--- src/rtl/amc_pkg.sv ---
package amc_pkg;

    localparam int TURN_W      = 2;
    localparam int SETUP_W     = 4;
    localparam int STROBE_W    = 6;
    localparam int HOLD_W      = 3;
    localparam int MAXW_W      = 8;
    localparam int EXT_SHIFT   = 4;
    localparam int WAIT_WINDOW = 4;

    localparam int CNT_W  = STROBE_W;
    localparam int TILL_W = STROBE_W + 2;
    localparam int EXT_W  = MAXW_W + 1 + EXT_SHIFT;

    typedef enum logic [2:0] {
        ST_IDLE,
        ST_SETUP,
        ST_STROBE,
        ST_EXTEND,
        ST_HOLD,
        ST_TURN
    } amc_state_e;

    typedef struct packed {
        logic [SETUP_W-1:0]  setup;
        logic [STROBE_W-1:0] strobe;
        logic [HOLD_W-1:0]   hold;
    } amc_phase_t;

    // cycles of extension allowed before timeout
    function automatic logic [EXT_W-1:0] ext_limit(input logic [MAXW_W-1:0] m);
        logic [EXT_W-1:0] units;
        units = EXT_W'(m) + EXT_W'(1);
        return units << EXT_SHIFT;
    endfunction

    // number of setup plus strobe cycles (fields are encoded minus one)
    function automatic logic [TILL_W-1:0] span_to_hold(input amc_phase_t p);
        return TILL_W'(p.setup) + TILL_W'(p.strobe) + TILL_W'(2);
    endfunction

    function automatic logic in_frame(input amc_state_e s);
        return (s == ST_SETUP) || (s == ST_STROBE) || (s == ST_EXTEND) || (s == ST_HOLD);
    endfunction

    function automatic logic in_strobe(input amc_state_e s);
        return (s == ST_STROBE) || (s == ST_EXTEND);
    endfunction

endpackage

--- src/rtl/amc_wait_filter.sv ---
module amc_wait_filter #(
    parameter int SYNC_STAGES = 2
) (
    input  logic clk,
    input  logic rst,
    input  logic wait_raw,
    output logic wait_clean
);
    // chain[SYNC_STAGES-1] is the synchronized value, chain[SYNC_STAGES] one cycle older
    logic [SYNC_STAGES:0] chain;

    always_ff @(posedge clk) begin
        if (rst) begin
            chain      <= '0;
            wait_clean <= 1'b0;
        end else begin
            chain <= {chain[SYNC_STAGES-1:0], wait_raw};
            // accept a new level only once two consecutive samples agree
            if (chain[SYNC_STAGES] == chain[SYNC_STAGES-1]) begin
                wait_clean <= chain[SYNC_STAGES-1];
            end
        end
    end

endmodule

--- src/rtl/amc_seq.sv ---
module amc_seq
    import amc_pkg::*;
(
    input  logic              clk,
    input  logic              rst,
    input  logic              host_req,
    input  logic              host_write,
    input  amc_phase_t        rd_ph,
    input  amc_phase_t        wr_ph,
    input  logic [TURN_W-1:0] turn,
    input  logic              ext_en,
    input  logic [MAXW_W-1:0] max_wait,
    input  logic              wait_clean,
    output amc_state_e        state,
    output logic              cur_write,
    output logic              accept,
    output logic              cap_en,
    output logic              done,
    output logic              timeout
);
    logic [CNT_W-1:0]  cnt;
    logic [TILL_W-1:0] till;
    logic [EXT_W-1:0]  ecnt;
    logic              seen;
    logic              to_q;
    logic              done_q;

    amc_phase_t        ph_new;
    amc_phase_t        ph_cur;
    logic [EXT_W-1:0]  limit;
    logic              window_hit;
    logic              strobe_end;
    logic              ext_go;
    logic              ext_exit;
    logic              limit_hit;

    always_comb begin
        ph_new     = host_write ? wr_ph : rd_ph;
        ph_cur     = cur_write  ? wr_ph : rd_ph;
        limit      = ext_limit(max_wait);
        accept     = (state == ST_IDLE) && host_req;
        window_hit = ext_en && wait_clean
                     && ((state == ST_SETUP) || (state == ST_STROBE))
                     && (till >= TILL_W'(WAIT_WINDOW));
        strobe_end = (state == ST_STROBE) && (cnt == '0);
        ext_go     = strobe_end && ext_en && seen && wait_clean;
        limit_hit  = (ecnt == limit - EXT_W'(1));
        ext_exit   = (state == ST_EXTEND) && (!wait_clean || limit_hit);
        cap_en     = (strobe_end && !ext_go) || ext_exit;
        done       = done_q;
        timeout    = done_q && to_q;
    end

    always_ff @(posedge clk) begin
        if (rst) begin
            state     <= ST_IDLE;
            cnt       <= '0;
            till      <= '0;
            ecnt      <= '0;
            seen      <= 1'b0;
            to_q      <= 1'b0;
            done_q    <= 1'b0;
            cur_write <= 1'b0;
        end else begin
            done_q <= 1'b0;
            if (((state == ST_SETUP) || (state == ST_STROBE)) && (till != '0)) begin
                till <= till - TILL_W'(1);
            end
            if (window_hit) begin
                seen <= 1'b1;
            end
            unique case (state)
                ST_IDLE: begin
                    if (accept) begin
                        cur_write <= host_write;
                        cnt       <= CNT_W'(ph_new.setup);
                        till      <= span_to_hold(ph_new);
                        seen      <= 1'b0;
                        to_q      <= 1'b0;
                        state     <= ST_SETUP;
                    end
                end
                ST_SETUP: begin
                    if (cnt == '0) begin
                        cnt   <= CNT_W'(ph_cur.strobe);
                        state <= ST_STROBE;
                    end else begin
                        cnt <= cnt - CNT_W'(1);
                    end
                end
                ST_STROBE: begin
                    if (ext_go) begin
                        ecnt  <= '0;
                        state <= ST_EXTEND;
                    end else if (strobe_end) begin
                        cnt   <= CNT_W'(ph_cur.hold);
                        state <= ST_HOLD;
                    end else begin
                        cnt <= cnt - CNT_W'(1);
                    end
                end
                ST_EXTEND: begin
                    if (ext_exit) begin
                        to_q  <= wait_clean;
                        cnt   <= CNT_W'(ph_cur.hold);
                        state <= ST_HOLD;
                    end else begin
                        ecnt <= ecnt + EXT_W'(1);
                    end
                end
                ST_HOLD: begin
                    if (cnt == '0) begin
                        done_q <= 1'b1;
                        cnt    <= CNT_W'(turn);
                        state  <= ST_TURN;
                    end else begin
                        cnt <= cnt - CNT_W'(1);
                    end
                end
                ST_TURN: begin
                    if (cnt == '0) begin
                        state <= ST_IDLE;
                    end else begin
                        cnt <= cnt - CNT_W'(1);
                    end
                end
                default: state <= ST_IDLE;
            endcase
        end
    end

endmodule

--- src/rtl/amc_pins.sv ---
module amc_pins
    import amc_pkg::*;
#(
    parameter int AW = 16,
    parameter int DW = 16
) (
    input  logic          clk,
    input  logic          rst,
    input  logic          accept,
    input  logic [AW-1:0] host_addr,
    input  logic [DW-1:0] host_wdata,
    input  amc_state_e    state,
    input  logic          cur_write,
    input  logic          sel_strobe,
    input  logic          cap_en,
    input  logic [DW-1:0] mem_dq_i,
    output logic          mem_ce_n,
    output logic          mem_oe_n,
    output logic          mem_we_n,
    output logic [AW-1:0] mem_addr,
    output logic [DW-1:0] mem_dq_o,
    output logic          mem_dq_oe,
    output logic [DW-1:0] rdata
);
    logic [AW-1:0] addr_q;
    logic [DW-1:0] wdata_q;
    logic [DW-1:0] rdata_q;
    logic          frame;
    logic          strobe;

    always_ff @(posedge clk) begin
        if (rst) begin
            addr_q  <= '0;
            wdata_q <= '0;
            rdata_q <= '0;
        end else begin
            if (accept) begin
                addr_q  <= host_addr;
                wdata_q <= host_wdata;
            end
            if (cap_en && !cur_write) begin
                rdata_q <= mem_dq_i;
            end
        end
    end

    always_comb begin
        frame     = in_frame(state);
        strobe    = in_strobe(state);
        mem_ce_n  = sel_strobe ? !strobe : !frame;
        mem_oe_n  = !(strobe && !cur_write);
        mem_we_n  = !(strobe && cur_write);
        mem_dq_oe = frame && cur_write;
        mem_dq_o  = wdata_q;
        mem_addr  = addr_q;
        rdata     = rdata_q;
    end

endmodule

--- src/rtl/async_mem_ctrl.sv ---
module async_mem_ctrl
    import amc_pkg::*;
#(
    parameter int AW          = 16,
    parameter int DW          = 16,
    parameter int SYNC_STAGES = 2
) (
    input  logic                clk,
    input  logic                rst,
    input  logic                host_req,
    input  logic                host_write,
    input  logic [AW-1:0]       host_addr,
    input  logic [DW-1:0]       host_wdata,
    output logic                host_ready,
    output logic                host_done,
    output logic                host_timeout,
    output logic [DW-1:0]       host_rdata,
    input  logic [TURN_W-1:0]   cfg_turn,
    input  logic [SETUP_W-1:0]  cfg_rd_setup,
    input  logic [STROBE_W-1:0] cfg_rd_strobe,
    input  logic [HOLD_W-1:0]   cfg_rd_hold,
    input  logic [SETUP_W-1:0]  cfg_wr_setup,
    input  logic [STROBE_W-1:0] cfg_wr_strobe,
    input  logic [HOLD_W-1:0]   cfg_wr_hold,
    input  logic                cfg_sel_strobe,
    input  logic                cfg_ext_wait,
    input  logic [MAXW_W-1:0]   cfg_max_wait,
    input  logic                mem_wait,
    output logic                mem_ce_n,
    output logic                mem_oe_n,
    output logic                mem_we_n,
    output logic [AW-1:0]       mem_addr,
    output logic [DW-1:0]       mem_dq_o,
    output logic                mem_dq_oe,
    input  logic [DW-1:0]       mem_dq_i
);
    amc_phase_t rd_ph;
    amc_phase_t wr_ph;
    amc_state_e state;
    logic       wait_clean;
    logic       cur_write;
    logic       accept;
    logic       cap_en;

    always_comb begin
        rd_ph      = '{setup: cfg_rd_setup, strobe: cfg_rd_strobe, hold: cfg_rd_hold};
        wr_ph      = '{setup: cfg_wr_setup, strobe: cfg_wr_strobe, hold: cfg_wr_hold};
        host_ready = (state == ST_IDLE);
    end

    amc_wait_filter #(.SYNC_STAGES(SYNC_STAGES)) u_wait (
        .clk        (clk),
        .rst        (rst),
        .wait_raw   (mem_wait),
        .wait_clean (wait_clean)
    );

    amc_seq u_seq (
        .clk        (clk),
        .rst        (rst),
        .host_req   (host_req),
        .host_write (host_write),
        .rd_ph      (rd_ph),
        .wr_ph      (wr_ph),
        .turn       (cfg_turn),
        .ext_en     (cfg_ext_wait),
        .max_wait   (cfg_max_wait),
        .wait_clean (wait_clean),
        .state      (state),
        .cur_write  (cur_write),
        .accept     (accept),
        .cap_en     (cap_en),
        .done       (host_done),
        .timeout    (host_timeout)
    );

    amc_pins #(.AW(AW), .DW(DW)) u_pins (
        .clk        (clk),
        .rst        (rst),
        .accept     (accept),
        .host_addr  (host_addr),
        .host_wdata (host_wdata),
        .state      (state),
        .cur_write  (cur_write),
        .sel_strobe (cfg_sel_strobe),
        .cap_en     (cap_en),
        .mem_dq_i   (mem_dq_i),
        .mem_ce_n   (mem_ce_n),
        .mem_oe_n   (mem_oe_n),
        .mem_we_n   (mem_we_n),
        .mem_addr   (mem_addr),
        .mem_dq_o   (mem_dq_o),
        .mem_dq_oe  (mem_dq_oe),
        .rdata      (host_rdata)
    );

endmodule

--- config.mk ---
export PLATFORM = sky130hd
export DESIGN_NAME = async_mem_ctrl
export DESIGN_NICKNAME = d
export VERILOG_FILES = /design/src/rtl/amc_pkg.sv /design/src/rtl/amc_wait_filter.sv /design/src/rtl/amc_seq.sv /design/src/rtl/amc_pins.sv /design/src/rtl/async_mem_ctrl.sv
export SDC_FILE = /design/constraint.sdc
export NUM_CORES = 1
export LEC_CHECK = 0
export ABC_AREA = 1
export CORE_MARGIN = 4
export CORE_UTILIZATION = 40
export CTS_CLUSTER_SIZE = 8
export DETAILED_ROUTE_END_ITERATION = 16
export GPL_TIMING_DRIVEN = 0
export HOLD_SLACK_MARGIN = 0.12
export PLACE_DENSITY = 0.69
export RECOVER_POWER = 50
export SYNTH_ARGS = -nofsm -noshare
export SYNTH_HDL_FRONTEND = slang
export SYNTH_SLANG_ARGS = --single-unit
export TNS_END_PERCENT = 10
--- constraint.sdc ---
create_clock -name clk -period 4.4 [get_ports clk]
set_input_delay 0.44 -clock clk [delete_from_list [all_inputs] [get_ports clk]]
set_output_delay 0.44 -clock clk [all_outputs]
set_load 0.02 [all_outputs]
Word-level counts from Yosys, hierarchy flattened --
Cells that the tools add are included.
Operators by class: $add $sub $neg 7, order comparisons 1, equality and inequality tests 17, multiplexer cells 32, bitwise gates (word level) 1, reduce and logical (&&, ||, !) cells 41
Operators with widths (number):
- $mux 6 | 7
- $mux 13 | 3
- $pmux 6 s6 | 1
- $pmux 13 s2 | 1
- $mux 8 | 3
- $mux 3 | 7
- $pmux 3 s6 | 1
- $logic_and 1x1->1 | 16
- $ne 2x2->1 const B | 7
- $add 13x1->13 const B | 1
- $eq 13x13->1 | 1
- $sub 13x1->13 const B | 1
- $add 8x1->9 const B | 1
- $mux 9 | 1
- $add 8x2->8 const B | 1
- $ge 8x3->1 const B | 1
- $reduce_bool 8->1 | 1
- $sub 8x1->8 const B | 1
- $add 4x6->7 | 1
- $logic_not 1->1 | 7
- $mux 1 | 7
- $eq 3x2->1 const B | 2
- $eq 3x3->1 const B | 2
- $logic_not 6->1 | 1
- 16 further kinds | 24
Storage, ports and cells: bits in registers 86, logic and storage cells 112

Depth between registers and ports, before layout --
Gate-level depths: netlist of the first run.
depth after elaboration 9, mapped depth 21, gate-level depth less buffers 20

Modules after synthesis --
From an unflattened synthesis of the first run, not the netlist that was laid out.
Unflattened totals: cell total of the unflattened synthesis 777, area total of the unflattened synthesis 5167.5 um^2
By module, submodules not included:
- amc_seq | times used 1, cells an instance 538, area each 3255.6 um^2, sequential area each 680.7 um^2
- amc_pins | times used 1, cells an instance 222, area each 1773.0 um^2, sequential area each 960.9 um^2
- amc_wait_filter | times used 1, cells an instance 13, area each 121.4 um^2, sequential area each 80.1 um^2
- async_mem_ctrl | times used 1, cells an instance 4, area each 17.5 um^2, sequential area each 0.0 um^2

Worst setup path before layout of the first run --
Ideal clock, no wire load.
path type input to register, start input host_write, end register u_seq.till[5], library setup time 0.116 ns, arrival 2.550 ns, setup slack 1.734 ns, cell stages on the path 14, path buffers 2, cells stage by stage clkbuf_1 -> clkbuf_1 -> o21ai_0 -> ha_1 -> fa_1 -> xor2_1 -> ha_1 -> nand2_1 -> nor2_1 -> inv_1 -> a21oi_1 -> o21ai_0 -> o211ai_1 -> inv_1
On the way: word-level cells in the longest chain between the ends 5
RTL lines:
- from (decl) | line async_mem_ctrl.sv:11 | input logic host_write,
- $mux 13 | line amc_seq.sv:38 | ph_new = host_write ? wr_ph : rd_ph;
- $add 4x6->7 | line amc_pkg.sv:39 | return TILL_W'(p.setup) + TILL_W'(p.strobe) + TILL_W'(2);
- $add 8x2->8 | line amc_pkg.sv:39
- $mux 8 | line amc_seq.sv:74 | if (accept) begin
- $mux 8 | line amc_seq.sv:72 | unique case (state)
- to (signal assigned) | line amc_seq.sv:67 | till <= till - TILL_W'(1);
- to (signal assigned) | line amc_seq.sv:77 | till <= span_to_hold(ph_new);
- to (decl) | line amc_seq.sv:22 | logic [TILL_W-1:0] till;
No other way between the ends. A chain may end at the register's enable or synchronous reset.

Worst setup path after layout of the first run --
start register u_seq.cur_write, end output mem_dq_oe
On the way: word-level cells in the longest chain between the ends 1
RTL lines:
- from (decl) | line amc_seq.sv:15 | output logic cur_write,
- from (signal assigned) | line amc_seq.sv:75 | cur_write <= host_write;
- $logic_and 1x1->1 | line amc_pins.sv:53 | mem_dq_oe = frame && cur_write;
- to (decl) | line async_mem_ctrl.sv:34 | output logic mem_dq_oe,
No other way between the ends.

==> results of run 1 <==
-- worst max-delay path: cells and delay by family, from the launching register on --
family | cells | cell delay, ps
DFF | 1 | 300
and+or+nand+nor | 1 | 170
buffers and inverters | 5 | 1880
-- layer usage --
layer | up-vias | track usage (%) | part of all wire, %
li1 | 2800 | - | -
met1 | 2363 | 25.4 | 44
met2 | 145 | 33.7 | 46
met3 | 23 | 6.93 | 8.0
met4 | 0 | 5.73 | 1.6
met5 | - | 0 | 0
-- cells by family after synthesis --
kind of cell	after synthesis
compound gates	129
xor+xnor	18
fa+ha+maj	15
buf+inv	127
flops	86
mux	4
simple gates	394
-- placed cells by master (no fill, tap or decap), types with 2 or more instances in the layout --
| cell | count |
|---|---|
| o211ai_1 | 6 |
| nand2_2 | 3 |
| inv_1 | 96 |
| ha_1 | 14 |
| nand2_1 | 160 |
| clkbuf_1 | 20 |
| nor2_1 | 135 |
| xor2_1 | 13 |
| a221oi_1 | 3 |
| inv_6 | 2 |
| dfxtp_1 | 86 |
| o21ai_0 | 61 |
| a21oi_1 | 48 |
| or2_2 | 5 |
| clkdlybuf4s50_1 | 93 |
| xnor2_1 | 5 |
| buf_1 | 4 |
| mux2_2 | 4 |
| o22ai_1 | 4 |
| buf_4 | 4 |
| nor2_2 | 3 |
| dlygate4sd3_1 | 51 |
| nand4_1 | 10 |
| nor3_1 | 15 |
| bufinv_16 | 2 |
| nand3_2 | 2 |
| nand3_1 | 58 |
| clkbuf_16 | 9 |
-- through the flow --
step | total power [mW] | cell area, µm² | worst slack, ps | utilization, % | instances
after CTS | 3.60 | 6960 | 1200 | 57.5 | 1101
after detailed placement | 2.74 | 6640 | 1280 | 54.8 | 1085
after global routing | 3.81 | 6960 | 1080 | 57.5 | 1101
after global placement | 2.73 | 6640 | 1270 | 54.8 | 1085
after floorplan | 2.13 | 4980 | 1730 | - | 773
final | 3.53 | 6960 | 1260 | 57.5 | 1101
-- synth_stat cells (4+ instances only) --
cell and number:
o22ai_1 4, nor3_1 15, nand3_1 58, buf_1 4, mux2_2 4, xor2_1 13
nand4_1 10, o211ai_1 6, or2_2 5, clkbuf_1 19, dfxtp_1 86, buf_4 4
inv_1 96, nor2_1 135, a21oi_1 48, xnor2_1 5, o21ai_0 61, ha_1 14
nand2_1 160
-- cell type report --
type / count / area, µm²
plain buffers: 30 / 148
clock buffers: 10 / 229
clock inverters: 6 / 93.8
fillers: 1196 / 5150
inverters: 97 / 364
multi-input cells: 560 / 2750
flip-flops and latches: 86 / 1720
well taps: 168 / 210
repair buffers: 144 / 1440
-- state kept, by name, summed over array words and instances (netlist names) --
register and count:
u_seq.done 1, u_seq.cur_write 1, u_wait.wait_clean 1, u_seq.till 8, u_pins.rdata 16, u_seq.cnt 6
u_wait.chain 3, u_seq.to_q 1, u_pins.mem_dq_o 16, u_seq.state 3, u_seq.ecnt 13, u_seq.seen 1
u_pins.mem_addr 16
-- power groups by stage --
stage,combinational (mW),sequential [mW],clock (mW)
3_5_place_dp,1.64,1.10,0
3_3_place_gp,1.64,1.09,0
4_1_cts,1.66,1.08,0.852
2_1_floorplan,0.891,1.23,0
6_report,1.62,1.08,0.837
5_1_grt,1.83,1.10,0.881
-- how the worst max path moves through the flow --
stage                            startpoint                             to  slack [ps]  depth (start not counted)
2_1_floorplan                    host_write       u_seq.till[5]$_SDFF_PP0_        1730                         14
3_3_place_gp                cfg_max_wait[0]  u_pins.rdata[13]$_SDFFE_PP0P_        1270                         20
3_5_place_dp                cfg_max_wait[0]   u_pins.rdata[5]$_SDFFE_PP0P_        1280                         18
4_1_cts        u_seq.cur_write$_SDFFE_PP0P_                      mem_dq_oe        1200                          6
5_1_grt        u_seq.cur_write$_SDFFE_PP0P_                      mem_dq_oe        1080                          6
6_report       u_seq.cur_write$_SDFFE_PP0P_                      mem_dq_oe        1260                          6
==> impl_metrics.toml, run 1 <==
[outcome]
status = "finished clean"

[clock_network]
clock-sinks = 86
clkTransAtPathRegs_ps = 70
cts_root_buffer = "clkbuf_16"
cts_buffer_depth = 2
post-cts-setup-buffer-count = 0
htree_levels = 3
clock_latency_ps = 350
cts_buffers = 9
post_cts_resized = 0
ctsHoldBuffers = 0
cts_tree = "built"

[synthesis]
netlist.area_leader.share_pct = 34.5
yosys.area_share.simple_pct = 33.2
synth_fa_ha_area_share_pct = 3.92
synth_cell_types = 38
synth_top_family_by_area = "simple AND/OR/NAND/NOR gates"
synth_edf_count = 0
muxShareOfSynthArea_pct = 0.904
synth_cells = 773
synth_largest_area_cell = "dfxtp_1"
yosys-top-cells-area = "dfxtp_1 35%, nand2_1 12%, nor2_1 10%, inv_1 7.2%, o21ai_0 6.1%"
synth_compound_area_share_pct = 14.0
async_flop_share_pct = 0
yosysSeqAreaShare_pct = 34.5
ys_seq_elements = 86
postSynthNetCount = 879
synthXorXnorAreaFrac_pct = 3.16
ys_warn_count = 0
synth_ff_type = "dfxtp_1"
syn_area_per_cell_um2 = 6.45
netlist_area_um2 = 4980

[global_route]
antenna_found_initial = 0
overflow = 0
grt_pass1_wl_um = 23900
grt_pass1_vias = 4995
grt_use_total_pct = 20.4
grt_max_degree = 16

[routing]
drtIter0Drc = 379
drt_first_pass_iters = 5
wire_per_inst_um = 13.2
drc_errors = 0
postRouteAntennaNets = 0
vias = 5331
via_per_inst = 4.84
routed_wl_um = 14600

[power_and_ir_drop]
p_leak_nw = 3.15
power_frac_comb_pct = 45.8
p_sw_mw = 1.43
ir_worst_vdd_mv = 0.308
seqPwrFrac_pct = 30.5
intPower_mw = 2.10
powerDensity_nw_per_um2 = 507
power_frac_clock_pct = 23.7
p_sw_share_pct = 40.4

[timing]
clock_skew_ps = 7.78
slew_headroom_pct = 53.0
setup_viol = 0
finalSetupTns_ps = 0
tightestPinTransition_ps = 700
holdWs_ps = 406
rsz0062_at_grt = "no"
slew_viol_final = 0
fin_crit_sh_pct = 71.4
layout_min_cycle_time_ps = 3140
hold_viol = 0
fmax_mhz = 318

[hold_path]
hold_class = "flip-flop to flip-flop"
whs_endpoint = "u_wait.chain[1]$_SDFF_PP0_"
hold_depth = 2
min_from = "u_wait.chain[0]$_SDFF_PP0_"

[die]
rows = 40
initial_core_util_pct = 41.2
die_w_um = 120
core-area_um2 = 12100
io-pin-count = 146
dieArea_um2 = 14300
die_h_um = 120

[placed_design]
port_buffers = 144
gp_congestion = 0.857
hpwlAfterDp_um = 11400

[worst_setup_path]
crit_path_frequent_cell = "clkbuf_1"
required_ps = 3960
r2r-start = "u_seq.cnt[0]$_SDFFE_PP0P_"
start_kind = "flip-flop"
r2r-end = "u_seq.cnt[5]$_SDFFE_PP0P_"
crit_chain = "clkbuf_1, clkinv_1, clkbuf_1, clkbuf_1, nor2_1, clkdlybuf4s50_1"
critical_path_class = "flip-flop to output pin"
cpMaxStageDelayCell = "clkdlybuf4s50_1"
reg2reg_depth = 10
crit_fanout = 10
worst_setup_path_end_kind = "output pin"
r2r_setup_slack_ps = 2060
slowest_delay_ps = 610
cp.arrival_ps = 2700

[final_layout]
n_antenna_cell = 0
fin_nets = 1034
area_growth_pct = 39.6
drive_above_1_share_pct = 4.29

[run]
cap_violations = 0
(Power assumes the default switching activity.)
==> inputs of run 2 (changes only) <==
--- a/config.mk
+++ b/config.mk
@@ -12,7 +12,7 @@
 export DETAILED_ROUTE_END_ITERATION = 16
 export GPL_TIMING_DRIVEN = 0
 export HOLD_SLACK_MARGIN = 0.12
-export PLACE_DENSITY = 0.69
+export PLACE_DENSITY = 0.72
 export RECOVER_POWER = 50
 export SYNTH_ARGS = -nofsm -noshare
 export SYNTH_HDL_FRONTEND = slang
==> constraint.sdc (replaced) <==
create_clock -name clk -period 2.58 [get_ports clk]
set_input_delay 0.258 -clock clk [delete_from_list [all_inputs] [get_ports clk]]
set_output_delay 0.258 -clock clk [all_outputs]
set_load 0.02 [all_outputs]
==> impl_metrics.toml, run 2 (synthesis results as in run 1) <==
[timing]
layout_min_cycle_time_ps = 2480
fmax_mhz = 403
setup_viol = 0
holdWs_ps = 413
finalSetupTns_ps = 0
fin_crit_sh_pct = 96.2
rsz0062_at_grt = "yes"
slew_viol_final = 0
clock_skew_ps = 11.6
hold_viol = 0
tightestPinTransition_ps = 724
layout_setup_ws_ps = 96.9
slew_headroom_pct = 51.4

[clock_network]
cts_tree = "built"
cts_root_buffer = "clkbuf_16"
cts_buffers = 9
clock-sinks = 86
cts_buffer_depth = 2
clkTransAtPathRegs_ps = 70
post_cts_resized = 4
htree_levels = 3
post-cts-setup-buffer-count = 0
ctsHoldBuffers = 0
clock_latency_ps = 350

[worst_setup_path]
required_ps = 2320
crit_chain = "inv_1, nor3_2, inv_2, nand2_1, inv_1, nor2_1, clkdlybuf4s50_1"
r2r-end = "u_seq.ecnt[11]$_SDFFE_PP0P_"
critical_path_class = "flip-flop to output pin"
worst_setup_path_end_kind = "output pin"
r2r-start = "u_seq.cnt[0]$_SDFFE_PP0P_"
crit_path_frequent_cell = "inv_1"
slowest_delay_ps = 610
crit_fanout = 8
crit_buf_inv = 4
cpMaxStageDelayCell = "clkdlybuf4s50_1"
r2r_setup_slack_ps = 270
start_kind = "flip-flop"
reg2reg_depth = 11
cp_top_family = "buffers and inverters"
cp.arrival_ps = 2230

[hold_path]
min_from = "u_wait.chain[0]$_SDFF_PP0_"
hold_class = "flip-flop to flip-flop"
hold_depth = 2
whs_endpoint = "u_wait.chain[1]$_SDFF_PP0_"

[run]
cap_violations = 0

[placed_design]
dpl_cell_area_um2 = 6640
placed_cells = 1085
gp_congestion = 0.885
hpwlAfterDp_um = 11200
dp_slack_ps = -372
port_buffers = 144

[die]
io-pin-count = 146
core-area_um2 = 12100
initial_core_util_pct = 41.2
die_h_um = 120
dieArea_um2 = 14300
die_w_um = 120
rows = 40

[routing]
postRouteAntennaNets = 0
drt_first_pass_iters = 5
drc_errors = 0
wire_per_inst_um = 13.1
via_per_inst = 4.79
routed_wl_um = 14400
drtIter0Drc = 316
vias = 5267

[power_and_ir_drop]
ir_worst_vdd_mv = 0.548
powerDensity_nw_per_um2 = 853
p_leak_nw = 3.19
finalPower_mw = 5.95

[final_layout]
final_util_pct = 57.6
instances_no_fill = 1099
layout_common_cells = "160 x nand2_1, 134 x nor2_1, 95 x inv_1"
n_antenna_cell = 0
fin_nets = 1032
final_area_um2 = 6980
area_growth_pct = 40.0
final_common_cell = "nand2_1"
drive_above_1_share_pct = 5.16

[global_route]
antenna_found_initial = 0
grt_pass1_vias = 4911
overflow = 0
grt_pass1_wl_um = 23500
grt_max_degree = 20
grt_use_total_pct = 20.0

[outcome]
status = "finished clean"
## run 2: cell types whose count changed in the layout (fill, tap and decap cells not counted), moves of 2 or more
cell	previous run	this run
clkdlybuf4s50_1	93	89
dlymetal6s2s_1	0	4
clkbuf_1	20	15
inv_8	0	2
## run 2: worst max-delay path by stage
stage | startpoint | end | cells after the start
after floorplan | host_write | u_seq.till[5]$_SDFF_PP0_ | 14
after global placement | cfg_max_wait[0] | u_pins.rdata[8]$_SDFFE_PP0P_ | 20
after detailed placement | cfg_max_wait[0] | u_pins.rdata[11]$_SDFFE_PP0P_ | 20
after CTS | cfg_max_wait[0] | u_pins.rdata[11]$_SDFFE_PP0P_ | 20
after global routing | host_write | u_seq.till[5]$_SDFF_PP0_ | 14
final | u_seq.state[1]$_SDFFE_PP0P_ | mem_dq_oe | 7
## run 2: worst min-delay path: stages, from the launching register on
cell and delay, ps:
dfxtp_1 300, inv_1 40, nor2_1 30
## run 2: cell type report
cell class	count	area (µm²)
Fill cell	1173	5130
Multi-Input combinational cell	560	2770
Sequential cell	86	1720
Timing Repair Buffer	144	1450
Inverter	97	365
Clock buffer	9	225
Tap cell	168	210
Buffer	28	145
Clock inverter	7	87.6
## run 2: power by group
group	switching [mW]	internal [mW]	total [mW]
Combinational	1.67	1.07	2.74
Clock	0.588	0.774	1.36
Sequential	0.192	1.66	1.85
Total	2.45	3.50	5.95
## run 2: layer usage
layer / track usage (%) / part of all wire (%)
met1: 24.6 / 45
met5: 0 / 0
met3: 7.02 / 7.4
met4: 4.65 / 1.0
met2: 33.6 / 47
==> inputs of run 3 (changes only) <==
--- a/config.mk
+++ b/config.mk
@@ -6,7 +6,7 @@
 export NUM_CORES = 1
 export LEC_CHECK = 0
 export ABC_AREA = 1
-export CORE_MARGIN = 4
+export CORE_MARGIN = 1
 export CORE_UTILIZATION = 40
 export CTS_CLUSTER_SIZE = 8
 export DETAILED_ROUTE_END_ITERATION = 16
==> impl_metrics.toml, run 3 (synthesis results as in run 1) <==
[power_and_ir_drop]
ir_worst_vdd_mv = 0.631
powerDensity_nw_per_um2 = 838
p_leak_nw = 3.16
finalPower_mw = 5.82

[global_route]
grt_pass1_vias = 4956
grt_max_degree = 16
antenna_found_initial = 0
grt_use_total_pct = 22.4
grt_pass1_wl_um = 23200
overflow = 0

[routing]
via_per_inst = 4.83
postRouteAntennaNets = 0
drt_first_pass_iters = 5
vias = 5309
drtIter0Drc = 281
drc_errors = 0
wire_per_inst_um = 12.6
routed_wl_um = 13800

[timing]
slew_viol_final = 0
finalSetupTns_ps = 0
fmax_mhz = 408
tightestPinTransition_ps = 734
setup_viol = 0
holdWs_ps = 409
slew_headroom_pct = 50.7
layout_min_cycle_time_ps = 2450
rsz0062_at_grt = "yes"
fin_crit_sh_pct = 95.1
layout_setup_ws_ps = 126
hold_viol = 0
clock_skew_ps = 7.69

[outcome]
status = "finished clean"

[clock_network]
clock_latency_ps = 350
cts_buffers = 9
cts_tree = "built"
htree_levels = 3
cts_buffer_depth = 2
cts_root_buffer = "clkbuf_16"
clock-sinks = 86
clkTransAtPathRegs_ps = 70

[hold_path]
min_from = "u_wait.chain[0]$_SDFF_PP0_"
hold_class = "flip-flop to flip-flop"
hold_depth = 2
whs_endpoint = "u_wait.chain[1]$_SDFF_PP0_"

[final_layout]
drive_above_1_share_pct = 5.47
final_common_cell = "nand2_1"
fin_nets = 1033
final_area_um2 = 6950
instances_no_fill = 1100
layout_common_cells = "159 x nand2_1, 135 x nor2_1, 94 x inv_1"
final_util_pct = 57.6
n_antenna_cell = 0
area_growth_pct = 39.3
fill_cells = 1191

[worst_setup_path]
cp_top_family = "buffers and inverters"
reg2reg_depth = 10
cpMaxStageDelayCell = "clkdlybuf4s50_1"
r2r-start = "u_seq.cnt[0]$_SDFFE_PP0P_"
r2r-end = "u_seq.cnt[5]$_SDFFE_PP0P_"
required_ps = 2320
crit_fanout = 10
critical_path_class = "flip-flop to output pin"
worst_setup_path_end_kind = "output pin"
path_depth = 5
slowest_delay_ps = 610
start_kind = "flip-flop"
crit_chain = "clkinv_2, clkbuf_1, buf_2, nor2_1, clkdlybuf4s50_1"
cp.arrival_ps = 2200
r2r_setup_slack_ps = 300
crit_buf_inv = 4

[die]
io-pin-count = 146
dieArea_um2 = 12900
die_w_um = 114
core-area_um2 = 12100
die_h_um = 114
rows = 40
initial_core_util_pct = 41.3

[run]
cap_violations = 0

[placed_design]
hpwlAfterDp_um = 10800
placed_cells = 1085
port_buffers = 144
dp_slack_ps = -389
dpl_cell_area_um2 = 6640
gp_congestion = 0.909
-- run 3: cell types whose count changed in the layout (fill, tap and decap cells not counted), moves of 2 or more --
cell            delta
dlymetal6s2s_1     -2
inv_8              -2
dfxtp_1            -2
dfxtp_2            +2
-- run 3: layer usage --
| layer | up-vias | routed length [µm] | share of wire, % | global-route usage (%) |
|---|---|---|---|---|
| met2 | 138 | 6590 | 48 | 39.0 |
| met1 | 2367 | 6120 | 44 | 27.2 |
| met5 | - | 0 | 0 | 0 |
| met3 | 13 | 951 | 6.9 | 6.43 |
| met4 | 0 | 142 | 1.0 | 5.26 |
| li1 | 2791 | - | - | - |
-- run 3: layout make-up --
type                       count  area (µm²)  area share [%]
timing repair buffer         144        1450            20.8
clock inverter                 5        42.5           0.613
multi-input combinational    560        2770            39.8
buffer                        29         148            2.13
tap                          168         210            3.03
inverter                      97         365            5.26
sequential                    86        1720            24.8
clock buffer                  11         243            3.49
-- run 3: where the power goes --
| group | switching (mW) | internal [mW] | total [mW] |
|---|---|---|---|
| logic | 1.64 | 1.07 | 2.71 |
| registers | 0.197 | 1.66 | 1.86 |
| clock network | 0.562 | 0.690 | 1.25 |
-- run 3: how the worst max path moves through the flow --
stage	from	end
global route	cfg_rd_setup[0]	u_seq.till[5]$_SDFF_PP0_
detailed placement	cfg_max_wait[0]	u_pins.rdata[2]$_SDFFE_PP0P_
finish	u_seq.cur_write$_SDFFE_PP0P_	mem_dq_oe
global placement	cfg_max_wait[0]	u_pins.rdata[10]$_SDFFE_PP0P_
floorplan	host_write	u_seq.till[5]$_SDFF_PP0_
CTS	cfg_max_wait[0]	u_pins.rdata[2]$_SDFFE_PP0P_
-- run 3: tightest hold or removal path: stages, from the launching register on --
cell and delay, ps:
dfxtp_1 300, inv_1 40, nor2_1 30
-- run 3: timing repair --
action	in CTS	in global routing
pin swaps	0	1
endpoints found under the setup margin	21	42
buffers inserted	0	0
resized for setup	6	12
hold buffers	0	0
